--- config.mk ---
export PLATFORM = sky130hd
export DESIGN_NAME = dual_down_timer
export DESIGN_NICKNAME = d
export VERILOG_FILES = /design/src/rtl/dual_down_timer.sv
export SDC_FILE = /design/constraint.sdc
export NUM_CORES = 1
export LEC_CHECK = 0
export ABC_AREA = 1
export BUFFER_PORTS_ARGS = -buffer_cell sky130_fd_sc_hd__buf_2
export CORE_ASPECT_RATIO = 1.25
export CORE_MARGIN = 2
export CORE_UTILIZATION = 30
export DETAILED_ROUTE_END_ITERATION = 7
export PLACE_DENSITY = 0.44
export SYNTH_ARGS = -nofsm -noshare
export SYNTH_HDL_FRONTEND = slang
export SYNTH_SLANG_ARGS = --single-unit
--- constraint.sdc ---
create_clock -name clk -period 5.6 [get_ports clk]
set_clock_uncertainty 0.1 [all_clocks]
set_input_delay 0.84 -clock clk [delete_from_list [all_inputs] [get_ports clk]]
set_output_delay 0.84 -clock clk [all_outputs]
set_load 0.005 [all_outputs]
--- src/rtl/dual_down_timer.sv ---
module dual_down_timer #(
  parameter int DATA_W = 32,
  parameter int ADDR_W = 6
) (
  input  logic              clk,
  input  logic              rst_n,
  input  logic [ADDR_W-1:0] reg_addr,
  input  logic              reg_wr,
  input  logic [DATA_W-1:0] reg_wdata,
  output logic [DATA_W-1:0] reg_rdata,
  output logic              irq
);
  localparam logic [ADDR_W-1:0] A_CTRL  = ADDR_W'('h00);
  localparam logic [ADDR_W-1:0] A_CAUSE = ADDR_W'('h20);
  localparam logic [ADDR_W-1:0] A_MASK  = ADDR_W'('h24);

  logic [3:0] ctrl;
  logic [2:1] cause, mask;
  logic [1:0] expire;
  logic [1:0][DATA_W-1:0] cnt_q, rld_q;

  wire wr_ctrl  = reg_wr && reg_addr == A_CTRL;
  wire wr_cause = reg_wr && reg_addr == A_CAUSE;
  wire wr_mask  = reg_wr && reg_addr == A_MASK;

  for (genvar g = 0; g < 2; g++) begin : g_tmr
    localparam logic [ADDR_W-1:0] A_RLD = ADDR_W'('h10 + 8 * g);
    localparam logic [ADDR_W-1:0] A_VAL = ADDR_W'('h14 + 8 * g);
    logic [DATA_W-1:0] cnt, rld;
    logic done;
    wire run   = ctrl[2*g];
    wire auto  = ctrl[2*g+1];
    wire wr_v  = reg_wr && reg_addr == A_VAL;
    wire wr_r  = reg_wr && reg_addr == A_RLD;
    wire at0   = cnt == '0;

    assign expire[g] = run && at0 && !wr_v && (auto || !done);
    assign cnt_q[g]  = cnt;
    assign rld_q[g]  = rld;

    always_ff @(posedge clk) begin
      if (!rst_n) begin
        cnt  <= '0;
        rld  <= '0;
        done <= 1'b0;
      end else begin
        if (wr_r) rld <= reg_wdata;
        if (wr_v) begin
          cnt  <= reg_wdata;
          done <= 1'b0;
        end else if (run) begin
          if (at0) begin
            if (auto) cnt <= rld;
            done <= !auto;
          end else begin
            cnt <= cnt - 1'b1;
          end
        end
      end
    end
  end

  always_ff @(posedge clk) begin
    if (!rst_n) begin
      ctrl  <= '0;
      cause <= '0;
      mask  <= '0;
    end else begin
      if (wr_ctrl) ctrl <= reg_wdata[3:0];
      if (wr_mask) mask <= reg_wdata[2:1];
      cause <= (wr_cause ? (cause & reg_wdata[2:1]) : cause) | expire;
    end
  end

  assign irq = |(cause & mask);

  always_comb begin
    reg_rdata = '0;
    case (reg_addr)
      A_CTRL:           reg_rdata[3:0] = ctrl;
      ADDR_W'('h10):    reg_rdata = rld_q[0];
      ADDR_W'('h14):    reg_rdata = cnt_q[0];
      ADDR_W'('h18):    reg_rdata = rld_q[1];
      ADDR_W'('h1C):    reg_rdata = cnt_q[1];
      A_CAUSE:          reg_rdata[2:1] = cause;
      A_MASK:           reg_rdata[2:1] = mask;
      default:          reg_rdata = '0;
    endcase
  end
endmodule

==> results of run 1 <==
[cell families (layout without fill, tap and decap cells)]
kind of cell | after synthesis | after routing | synth area share
xor gates and xnor gates | 16 | 16 | 0.01569
muxes | 2 | 2 | 0.002241
AOI/OAI and AO/OA | 401 | 401 | 0.2520
adders and majority gates | 4 | 4 | 0.005603
buffers and inverters | 236 | 286 | 0.1119
and+or+nand+nor | 639 | 639 | 0.3033
DFF | 138 | 138 | 0.3093
[tightest hold or removal path, stage by stage (launching register included)]
cell     delay (ns)
dfxtp_1        0.31
nand2_1        0.06
a21oi_1        0.06
[cell usage in the layout (no fill, tap or decap), types with 2 or more instances in the layout]
| master | Yosys | routed |
|---|---|---|
| a22oi_1 | 11 | 11 |
| nor2_2 | 12 | 11 |
| nor2_1 | 198 | 197 |
| inv_1 | 158 | 158 |
| nand4_1 | 11 | 11 |
| mux2i_1 | 2 | 2 |
| inv_6 | 0 | 3 |
| xor2_1 | 14 | 14 |
| o21ai_0 | 112 | 112 |
| nand2_4 | 2 | 2 |
| nand3_2 | 2 | 2 |
| inv_2 | 10 | 10 |
| clkinv_2 | 0 | 5 |
| nor3_1 | 4 | 4 |
| o22ai_1 | 12 | 12 |
| xnor2_1 | 2 | 2 |
| o2111ai_1 | 4 | 4 |
| ha_1 | 4 | 4 |
| o211ai_1 | 28 | 28 |
| a221o_1 | 2 | 2 |
| bufinv_16 | 0 | 2 |
| nand2_1 | 300 | 300 |
| clkbuf_16 | 0 | 17 |
| a21oi_2 | 15 | 15 |
| nand3_1 | 92 | 92 |
| buf_4 | 4 | 12 |
| dfxtp_1 | 138 | 138 |
| a21oi_1 | 197 | 197 |
| nor2_4 | 5 | 7 |
| o21ai_1 | 6 | 6 |
| a221oi_1 | 5 | 5 |
| buf_2 | 19 | 73 |
| o221ai_1 | 3 | 3 |
| clkinv_4 | 0 | 3 |
| nand2_2 | 6 | 6 |
[layer usage]
metal	up-vias	wire, µm	GRT usage
met5	-	0	0
met4	0	1352	0.1054
met3	64	1816	0.03474
met1	4620	16950	0.3273
met2	288	18140	0.4081
li1	4813	-	-
[path summary, 6_finish.rpt]
check                                     start               to  slack, ns  cells past startpoint
worst max-delay path                reg_addr[4]    reg_rdata[17]       1.88                      9
worst max register to register  g_tmr[0].cnt[0]  g_tmr[0].cnt[1]       2.60                     12
worst min register to register  g_tmr[1].cnt[0]  g_tmr[1].cnt[0]       0.37                      2
worst min-delay path            g_tmr[1].cnt[0]  g_tmr[1].cnt[0]       0.37                      2
[sequential cells by signal, indices dropped and copies added (netlist names)]
name and flops:
g_tmr.rld 64, mask 2, cause 2, g_tmr.done 2, g_tmr.cnt 64, ctrl 4
[area by class of cell]
type,count,area share
clock inverters,14,0.01436
flip-flops and latches,138,0.2734
repair buffers,85,0.04507
clock buffers,18,0.04247
well taps,396,0.04903
multi-input cells,1062,0.5129
inverters,169,0.06278
[where the power goes]
| part | internal, mW | switching, mW |
|---|---|---|
| Clock | 0.658 | 0.490 |
| Sequential | 0.987 | 0.00588 |
| Combinational | 0.0680 | 0.180 |
| Total | 1.71 | 0.676 |
[per-stage QoR]
step	util	hold slack (ns)	cell area [µm²]	instances
global route	0.3454	0.3920	10100	1882
global placement	0.3258	0.3539	9530	1850
floorplan	-	0.3435	8932	1436
CTS	0.3454	0.3655	10100	1882
detailed placement	0.3258	0.3562	9530	1850
finish	0.3454	0.3691	10100	1882
==> flow_summary_export.csv, run 1 <==
group,metric,value,unit
yosys,ys_types,48,
critical_path,crit_buf_inv,5,
global_route,grt_max_degree,50,
floorplanning,fp.dieArea,0.03118,mm²
critical_path,path_class,"in2out",
hold_path,hold_class,"reg2reg",
cts,cts_resized,0,
floorplanning,initial_core_util,0.3053,
routing,postRouteAntennaNets,0,
finish,num_antenna_cells,0,
yosys,synth.area.top_cells,"dfxtp_1 (31%), nand2_1 (13%), a21oi_1 (11%)",
cts,clock_latency,0.44,ns
yosys,synth_largest_area_cell,"dfxtp_1",
floorplanning,core_area,0.02925,mm²
power_and_ir_drop,total_power,2.389,mW
floorplanning,dieWidth,158.3,µm
yosys,synth_area,0.008932,mm²
yosys,yosysSeqAreaShare,0.3093,
finish,multiInputGateArea,0.005182,mm²
cts,cts-root-buf,"clkbuf_16",
sta,fmax,268.9,MHz
placed_design,dp_slack,1.845,ns
placed_design,io_buffers,73,
yosys,synth_top_area_frac,0.3093,
global_route,grt_pass1_vias,9396,
sta,relSlewSlack,0.3040,
routing,dr.pass1.iters,5,
sta,timing.setup.tns,0,ns
critical_path,worstSetupEndpointType,"primary output",
finish,seqCellArea,0.002763,mm²
finish,layout-drive-gt1-share,0.1171,
routing,num_vias,9785,
global_route,overflow,0,
yosys,syn_area_per_cell,6.220,µm²
routing,route.detailed.drc,0,
critical_path,cp_data_arrival_time,2.78,ns
sta,final-setup-viol-count,0,
yosys,synth.most_common_cell,"nand2_1",
sta,drv_slew,0,
placed_design,globalplace.congestion,0.9301,
floorplanning,row_count,70,
finish,syn_to_final_growth,13.13,%
yosys,ys_seq_elements,138,
cts,cts_setup_buffers,0,
sta,hold_violations,0,
finish,fillers,3337,
critical_path,crit_path_cell_trace,"buf_2 -> inv_2 -> nor2_4 -> nand4_1 -> buf_4 -> inv_1 -> a221oi_1 -> o21ai_0 -> buf_2",
cts,cts_tree,"done",
cts,clock_sinks,138,
critical_path,path_max_fanout,20,
placed_design,dp_hpwl,28440,µm
floorplanning,die_y,196.9,µm
sta,layout_setup_ws,1.881,ns
cts,clk_pin_slew,0.06,ns
routing,drt_wl_total,38260,µm
yosys,synth_nets,1481,
power_and_ir_drop,ir_drop,0.1915,mV
cts,cts_made_buffers,17,
cts,cts_buffer_depth,2,
cts,ctsHoldBuffers,0,
yosys,ys_async_sr_fraction,0,
sta,max_slew.worst_pin.slew,1.042,ns
yosys,synth_flop_cell,"dfxtp_1",
global_route,antenna_found_initial,0,
floorplanning,ios,74,
routing,drt_iter0_markers,749,
cts,htree_levels,4,
global_route,grt_use_total,0.2494,
flow_run,drv_cap,0,
global_route,grt_pass1_wl,57860,µm
yosys,syn_inst,1436,
power_and_ir_drop,p_leak,4.803,nW
routing,via_per_inst,5.199,
sta,rsz0062_at_grt,"false",
run_status,status,"finished, final reports clean",
routing,wl_per_cell,20.33,µm
yosys,yosysWarnings,0,
sta,fin_crit_sh,0.6641,
critical_path,slowest_stage,"a221oi_1",
yosys,synth_edf_count,0,
critical_path,critPathTopFamily,"buffers and inverters",
critical_path,critical-path-max-stage-delay,0.54,ns
critical_path,crit_top_cell,"buf_2",
power_and_ir_drop,power_density,236.4,mW/mm²
yosys,synth_common_cells,"nand2_1 (300), nor2_1 (198), a21oi_1 (197)",
critical_path,required,4.66,ns
finish,layout.nets,1518,
critical_path,start_kind,"primary input",
sta,period_needed,3.719,ns
No activity file was read; power rests on OpenSTA's default activity.
==> inputs of run 2 (changes only) <==
--- a/config.mk
+++ b/config.mk
@@ -11,7 +11,7 @@
 export CORE_MARGIN = 2
 export CORE_UTILIZATION = 30
 export DETAILED_ROUTE_END_ITERATION = 7
-export PLACE_DENSITY = 0.44
+export PLACE_DENSITY = 0.45
 export SYNTH_ARGS = -nofsm -noshare
 export SYNTH_HDL_FRONTEND = slang
 export SYNTH_SLANG_ARGS = --single-unit
==> constraint.sdc (replaced) <==
create_clock -name clk -period 3.3 [get_ports clk]
set_clock_uncertainty 0.1 [all_clocks]
set_input_delay 0.495 -clock clk [delete_from_list [all_inputs] [get_ports clk]]
set_output_delay 0.495 -clock clk [all_outputs]
set_load 0.005 [all_outputs]
==> flow_summary_export.csv, run 2 (same netlist as run 1, synthesis figures left out) <==
group,metric,value,unit
power_and_ir_drop,pwr-share-comb,0.100,
routing,drt_iter0_markers,772,
cts,cts_setup_buffers,0,
routing,drt_wl_total,37470,µm
power_and_ir_drop,power.internal,3.122,mW
routing,dr.pass1.iters,5,
finish,final_common_cell,"nand2_1",
critical_path,ff2ff_setup_slack,0.65,ns
sta,fin_crit_sh,0.8103,
placed_design,dp_hpwl,28520,µm
sta,relSlewSlack,0.2980,
sta,final-setup-viol-count,0,
floorplanning,die_y,196.9,µm
finish,layout-drive-gt1-share,0.1236,
finish,largestRegisters,"g_tmr.cnt x64, g_tmr.rld x64, ctrl x4",
sta,hold_violations,0,
critical_path,worstSetupEndpointType,"primary output",
finish,layout.nets,1529,
critical_path,crit_top_cell,"buf_2",
power_and_ir_drop,ir_drop,0.2375,mV
global_route,grt_pass1_vias,9345,
power_and_ir_drop,p_clk_frac,0.503,
global_route,grt_max_degree,94,
finish,num_antenna_cells,0,
critical_path,critical-path-max-stage-delay,0.32,ns
sta,period_needed,2.674,ns
cts,clk_pin_slew,0.06,ns
run_status,status,"finished, final reports clean",
hold_path,worstHoldStart,"reg_wdata[15]",
cts,cts_made_buffers,17,
hold_path,hold_class,"in2reg",
global_route,grt_pass1_wl,57260,µm
floorplanning,ios,74,
critical_path,cp_data_arrival_time,2.08,ns
routing,num_vias,9725,
critical_path,start_kind,"primary input",
placed_design,globalplace.congestion,0.9050,
critical_path,slowest_stage,"buf_4",
critical_path,path_max_fanout,22,
sta,rsz0062_at_grt,"false",
cts,clock_latency,0.44,ns
cts,cts_buffer_depth,2,
cts,ctsHoldBuffers,0,
global_route,antenna_found_initial,0,
floorplanning,row_count,70,
global_route,overflow,0,
critical_path,path_class,"in2out",
power_and_ir_drop,pwr-share-seq,0.397,
sta,timing.setup.tns,0,ns
sta,worst_hold_slack,0.2609,ns
finish,syn_to_final_growth,15.21,%
cts,cts-root-buf,"clkbuf_16",
cts,clock_sinks,138,
floorplanning,dieWidth,158.3,µm
power_and_ir_drop,switchingPower,1.121,mW
routing,wl_per_cell,19.80,µm
routing,postRouteAntennaNets,0,
flow_run,drv_cap,0,
floorplanning,fp.dieArea,0.03118,mm²
routing,route.detailed.drc,0,
sta,fmax,374.0,MHz
cts,cts_resized,0,
cts,htree_levels,4,
placed_design,io_buffers,73,
floorplanning,initial_core_util,0.3053,
power_and_ir_drop,p_leak,4.880,nW
critical_path,required,2.70,ns
floorplanning,core_area,0.02925,mm²
cts,cts_tree,"done",
critical_path,r2r_start,"g_tmr[0].cnt[0]",
routing,via_per_inst,5.137,
sta,max_slew.worst_pin.slew,1.053,ns
power_and_ir_drop,power_density,412.3,mW/mm²
finish,final_cell_mix,"nand2_1 (300), a21oi_1 (197), nor2_1 (196)",
critical_path,crit_start,"reg_addr[1]",
power_and_ir_drop,swShare,0.2641,
sta,drv_slew,0,
critical_path,crit_path_cell_trace,"buf_2 -> nor2_4 -> nand3_2 -> buf_4 -> o22ai_1 -> a21oi_1 -> o21ai_0 -> buf_2",
global_route,grt_use_total,0.2455,
-- run 2: through the flow --
step                setup slack [ns]  cells    util  total power, mW  area, µm²
floorplan                      1.226   1436       -            1.986       8932
global route                  0.4749   1893  0.3518            4.375      10290
detailed placement            0.6714   1861  0.3300            2.140       9653
CTS                           0.6481   1893  0.3518            4.273      10290
global placement              0.6541   1861  0.3300            2.141       9653
finish                        0.6261   1893  0.3518            4.243      10290
-- run 2: critical path, delay by kind of cell --
family / cells / cell delay, ns
AOI/OAI and AO/OA: 3 / 0.50
buffers and inverters: 3 / 0.62
and+or+nand+nor: 2 / 0.44
-- run 2: area by class of cell --
class	instances	area, µm²
Tap cell	396	495.5
Clock inverter	10	163.9
Clock buffer	22	474.2
Inverter	169	634.4
Multi-Input combinational cell	1062	5185
Timing Repair Buffer	96	575.6
Sequential cell	138	2763
Fill cell	3335	18960
-- run 2: power by group through the flow --
stage          Combinational, mW  Clock [mW]  Sequential, mW
6_report                   0.422        2.14            1.69
5_1_grt                    0.465        2.22            1.69
3_5_place_dp               0.418           0            1.72
4_1_cts                    0.420        2.17            1.68
2_1_floorplan              0.268           0            1.72
3_3_place_gp               0.418           0            1.72
-- run 2: final timing paths --
path / endpoint / cells past startpoint
max: reg_rdata[16] / 8
min reg2reg: g_tmr[1].cnt[0] / 2
min: g_tmr[1].cnt[15] / 3
max reg2reg: g_tmr[0].cnt[29] / 10
-- run 2: routing by layer --
metal / vias up / global-route usage / wire [µm]
met5: - / 0 / 0
met4: 0 / 0.09109 / 1124
met3: 58 / 0.02902 / 1536
met2: 259 / 0.3989 / 17680
met1: 4566 / 0.3330 / 17130
li1: 4842 / - / -
